## src/rtl/sgi_filt_pkg.sv

```systemverilog
package sgi_filt_pkg;
  // group coding shared by requested and configured groups
  typedef enum logic [1:0] {
    GRP_ZERO  = 2'd0,
    GRP_ONE_S = 2'd1,
    GRP_ONE_N = 2'd2,
    GRP_BAD   = 2'd3
  } grp_e;

  // minimum permission level a non-secure requester needs per target group
  localparam int unsigned MIN_LVL_ZERO  = 1;
  localparam int unsigned MIN_LVL_ONE_S = 2;
endpackage

```

## src/rtl/sgi_perm_pick.sv

```systemverilog
module sgi_perm_pick #(
  parameter int unsigned NUM_SGI = 16,
  parameter int unsigned FLD_W   = 2,
  localparam int unsigned ID_W   = $clog2(NUM_SGI),
  localparam int unsigned ACC_W  = NUM_SGI * FLD_W
) (
  input  logic [ACC_W-1:0] acc_word,
  input  logic [ID_W-1:0]  sel,
  output logic [FLD_W-1:0] level
);
  logic [FLD_W-1:0] fields [NUM_SGI];

  for (genvar g = 0; g < NUM_SGI; g++) begin : g_fld
    assign fields[g] = acc_word[g*FLD_W +: FLD_W];
  end

  assign level = fields[sel];
endmodule

```

## src/rtl/sgi_group_gate.sv

```systemverilog
module sgi_group_gate
  import sgi_filt_pkg::*;
(
  input  logic [1:0] req_grp,
  input  logic [1:0] tgt_grp,
  output logic       grp_ok
);
  logic [1:0] eff_grp;

  always_comb begin
    // secure group-1 request landing on a group-0 target is treated as group 0
    if (req_grp == GRP_ONE_S && tgt_grp == GRP_ZERO) begin
      eff_grp = GRP_ZERO;
    end else begin
      eff_grp = req_grp;
    end
    grp_ok = (eff_grp == tgt_grp) && (tgt_grp != GRP_BAD);
  end
endmodule

```

## src/rtl/sgi_level_gate.sv

```systemverilog
module sgi_level_gate
  import sgi_filt_pkg::*;
#(
  parameter int unsigned FLD_W = 2
) (
  input  logic             req_ns,
  input  logic             sec_off,
  input  logic [1:0]       tgt_grp,
  input  logic [FLD_W-1:0] level,
  output logic             lvl_ok
);
  logic checked;

  always_comb begin
    checked = req_ns && !sec_off;
    lvl_ok  = 1'b1;
    if (checked) begin
      unique case (tgt_grp)
        GRP_ZERO:  lvl_ok = (level >= FLD_W'(MIN_LVL_ZERO));
        GRP_ONE_S: lvl_ok = (level >= FLD_W'(MIN_LVL_ONE_S));
        default:   lvl_ok = 1'b1;
      endcase
    end
  end
endmodule

```

## src/rtl/sgi_pend_pulse.sv

```systemverilog
module sgi_pend_pulse #(
  parameter int unsigned NUM_SGI = 16,
  localparam int unsigned ID_W   = $clog2(NUM_SGI)
) (
  input  logic               clk,
  input  logic               rst_n,
  input  logic               accept,
  input  logic [ID_W-1:0]    sel,
  output logic [NUM_SGI-1:0] pend_set
);
  logic [NUM_SGI-1:0] pend_d;
  logic [NUM_SGI-1:0] pend_q;
  logic               pend_en;

  for (genvar g = 0; g < NUM_SGI; g++) begin : g_dec
    assign pend_d[g] = accept && (sel == ID_W'(g));
  end

  // load when a new pulse starts or an old one must end
  assign pend_en = accept || (pend_q != '0);

  always_ff @(posedge clk or negedge rst_n) begin
    if (!rst_n) begin
      pend_q <= '0;
    end else if (pend_en) begin
      pend_q <= pend_d;
    end
  end

  assign pend_set = pend_q;
endmodule

```

## src/rtl/sgi_accept_filter.sv

```systemverilog
module sgi_accept_filter #(
  parameter int unsigned NUM_SGI = 16,
  parameter int unsigned FLD_W   = 2,
  localparam int unsigned ID_W   = $clog2(NUM_SGI),
  localparam int unsigned ACC_W  = NUM_SGI * FLD_W
) (
  input  logic               clk,
  input  logic               rst_n,
  input  logic               req_valid,
  input  logic [ID_W-1:0]    req_sgi,
  input  logic [1:0]         req_grp,
  input  logic               req_ns,
  input  logic [1:0]         tgt_grp,
  input  logic [ACC_W-1:0]   ns_acc,
  input  logic               sec_off,
  output logic [NUM_SGI-1:0] pend_set
);
  logic [FLD_W-1:0] level;
  logic             grp_ok;
  logic             lvl_ok;
  logic             accept;

  sgi_perm_pick #(.NUM_SGI(NUM_SGI), .FLD_W(FLD_W)) u_pick (
    .acc_word (ns_acc),
    .sel      (req_sgi),
    .level    (level)
  );

  sgi_group_gate u_grp (
    .req_grp (req_grp),
    .tgt_grp (tgt_grp),
    .grp_ok  (grp_ok)
  );

  sgi_level_gate #(.FLD_W(FLD_W)) u_lvl (
    .req_ns  (req_ns),
    .sec_off (sec_off),
    .tgt_grp (tgt_grp),
    .level   (level),
    .lvl_ok  (lvl_ok)
  );

  assign accept = req_valid && grp_ok && lvl_ok;

  sgi_pend_pulse #(.NUM_SGI(NUM_SGI)) u_pulse (
    .clk      (clk),
    .rst_n    (rst_n),
    .accept   (accept),
    .sel      (req_sgi),
    .pend_set (pend_set)
  );
endmodule

```

## config.mk

```make
export PLATFORM = sky130hd
export DESIGN_NAME = sgi_accept_filter
export DESIGN_NICKNAME = d
export VERILOG_FILES = /design/src/rtl/sgi_filt_pkg.sv /design/src/rtl/sgi_perm_pick.sv /design/src/rtl/sgi_group_gate.sv /design/src/rtl/sgi_level_gate.sv /design/src/rtl/sgi_pend_pulse.sv /design/src/rtl/sgi_accept_filter.sv
export SDC_FILE = /design/constraint.sdc
export NUM_CORES = 1
export LEC_CHECK = 0
export ABC_AREA = 1
export BUFFER_PORTS_ARGS = -buffer_cell sky130_fd_sc_hd__clkbuf_2
export CAP_MARGIN = 20
export CORE_MARGIN = 1.5
export CORE_UTILIZATION = 46
export CTS_CLUSTER_SIZE = 14
export DETAILED_ROUTE_END_ITERATION = 10
export GPL_ROUTABILITY_DRIVEN = 0
export PLACE_DENSITY = 0.84
export SKIP_LAST_GASP = 1
export SLEW_MARGIN = 20
export SYNTH_ARGS = -nofsm -noshare
export SYNTH_HDL_FRONTEND = slang
export SYNTH_HIERARCHICAL = 1
export SYNTH_SLANG_ARGS = --single-unit
```

## constraint.sdc

```tcl
create_clock -name clk -period 0.8 [get_ports clk]
set_input_delay 0.16 -clock clk [delete_from_list [all_inputs] [get_ports clk]]
set_output_delay 0.16 -clock clk [all_outputs]
set_load 0.02 [all_outputs]
```

==> flow_summary.json <==
{
  "status": "complete, but fails checks",
  "failed_checks": "negative setup slack",
  "cpPeakStageDelay_ns": 0.18,
  "clk_pin_slew_ns": 0.09,
  "fin_util_pct": 89.1,
  "ir_drop_uv": 882,
  "drive_gt1_share_pct": 51.5,
  "cts_buffers": 3,
  "max_freq_ghz": 0.726,
  "die_w_um": 50.1,
  "drt_iter0_drc": 76,
  "boundaryPins": 61,
  "clkSinkCount": 16,
  "setup_viol": 32,
  "crit_chain": "clkbuf_16 > buf_8 > nand2_2 > nand3_2 > nand3_2 > nand3_2 > nand2_1 > nor2_1 > nand3_1 > inv_2 > nor2_4 > buf_12 > nand3_2 > nor2_1",
  "worstPathMaxFanout": 6,
  "viasPerCell": 5.38,
  "nets": 280,
  "synthArstFlopShare_pct": 100,
  "top_usage_layer": "met2",
  "core_area_um2": 2020,
  "ys_top_cells_by_count": "52 x nand2_1, 35 x inv_1, 31 x nand3_1",
  "synth.avg_cell_area_um2": 6.29,
  "critPathMostFrequentCell": "nand3_2",
  "rsz0062_at_grt": "yes",
  "use_met2_pct": 48.2,
  "synth_top_flop_cell": "dfrtp_1",
  "wl_um": 4190,
  "fillers": 96,
  "io_buffers": 60,
  "finalCritPeriodShare_pct": 172,
  "floorplan.initialDensity_pct": 50.4,
  "htreeDepth": 1,
  "grt_max_degree": 17,
  "hold_violations": 0,
  "met3_usage_pct": 4.85,
  "row_count": 16,
  "preCtsSetupSlack_ns": -0.808,
  "cts-root-buf": "clkbuf_4",
  "synth_top_area_cell": "dfrtp_1",
  "ys_seq_area_share_pct": 39.3,
  "place_area_um2": 1390,
  "fp.dieH_um": 50.1,
  "yosysMostFrequentCell": "nand2_1",
  "cp-end-kind": "register",
  "synth_area_leaders": "dfrtp_1 39%, nand2_1 19%, nand3_1 15%",
  "drc": 0,
  "clk_path_buf_depth": 2,
  "largest_reg_flops": 16,
  "synth_top_area_share_pct": 39.3,
  "post-route-cell-area_um2": 1800,
  "critPathTopFamily": "simple AND/OR/NAND/NOR gates",
  "syn_area_um2": 1020,
  "relSlewSlack_pct": 75.0,
  "syn_to_final_growth_pct": 76.9,
  "num_antenna_cells": 0,
  "powerDensity_nw_per_um2": 1030,
  "synth_seq_cells": 16,
  "path_buf_inv": 4,
  "final.setup.worst_slack_ns": -0.577,
  "maxCapViolCount": 0,
  "hp-class": "input pin to async pin",
  "worstPathRequired_ns": 1.00,
  "overflow": 0,
  "ys_warn_count": 6,
  "grt_pass1_vias": 1205,
  "start_kind": "input pin",
  "dp_hpwl_um": 2040,
  "syn-num-nets": 207,
  "crit_type": "input pin to register",
  "critPathArrivalTime_ns": 1.58,
  "grt_antenna_before_repair": 0,
  "cp-startpoint": "req_sgi[0]",
  "grt_pass1_wl_um": 4770,
  "die-area_um2": 2510,
  "firstDrtPassIters": 5,
  "synth_cell_types": 13,
  "period_minus_slack_ns": 1.38,
  "report.final.slew_viol_count": 0,
  "critPathSlowestCell": "nor2_1",
  "via_count": 1400,
  "synth-edff-count": 0,
  "syn-instance-count": 162,
  "avgRoutedWirePerCell_um": 16.1,
  "ant_nets": 0,
  "cts_tree": "yes",
  "power.leakage_nw": 1.05,
  "grt_util_met1_pct": 23.8,
  "grt_util_all_layers_pct": 25.4,
  "max_slew.worst_pin.slew_ns": 0.375
}
logic make-up (layout without fill, tap and decap cells):
group	after synthesis	count (layout)	synth area share, %
flops	16	16	39.3
buf+inv	41	112	17.3
simple gates	104	104	42.9
compound gates	1	1	0.491
where the power goes:
part           switching [W]  internal (W)
clock               0.000247      0.000175
sequential        0.00000378      0.000815
combinational       0.000355      0.000268
per-stage QoR:
stage	power (W)	hold slack [ns]	std cells	setup TNS (ns)
2_1_floorplan	0.00108	-0.136	162	-7.25
3_3_place_gp	0.00125	0.0811	252	-11.52
3_5_place_dp	0.00125	0.0857	252	-12.18
4_1_cts	0.00174	0.260	259	-7.27
5_1_grt	0.00195	0.319	260	-12.66
6_report	0.00186	0.309	260	-11.09
how the worst max path moves through the flow:
stage                           end  slack [ns]  depth (start not counted)
3_5_place_dp   u_pulse/pend_set[10]       -0.81                         13
5_1_grt        u_pulse/pend_set[15]       -0.66                         14
3_3_place_gp    u_pulse/pend_set[6]       -0.75                         13
2_1_floorplan   u_pulse/pend_set[4]       -0.47                         14
4_1_cts         u_pulse/pend_set[7]       -0.33                         14
6_report       u_pulse/pend_set[15]       -0.58                         14
cells in the final DEF (no fill, tap or decap), types with 5 or more instances in the layout:
master,n
dfrtp_1,16
nand2_1,40
clkbuf_2,42
nor2_2,6
nand3_1,10
buf_6,17
inv_1,34
buf_4,5
nand3_2,17
nand2_2,13
nor2_1,11
timing repair:
item	CTS	global route
pin swaps	28	7
hold buffers	1	0
cloned	3	0
endpoints found under the setup margin	32	32
gates resized for setup	36	68
hold endpoints to repair	16	0
setup buffers	0	1
routing by layer:
metal / routed length [um] / share of wire, % / vias to the layer above
met1: 1260 / 30 / 612
li1: - / - / 628
met2: 2240 / 54 / 122
met4: 314 / 7.5 / 0
met5: 0 / 0 / -
met3: 371 / 8.9 / 38
layout make-up:
cell class | instances | area (um2) | share of cell area, %
Clock buffer | 3 | 22.5 | 1.25
Inverter | 37 | 154 | 8.54
Multi-Input combinational cell | 105 | 639 | 35.5
Sequential cell | 16 | 400 | 22.2
Tap cell | 27 | 33.8 | 1.87
Timing Repair Buffer | 71 | 546 | 30.3
Timing Repair inverter | 1 | 6.26 | 0.347
Power figures use the tool's default switching activity.
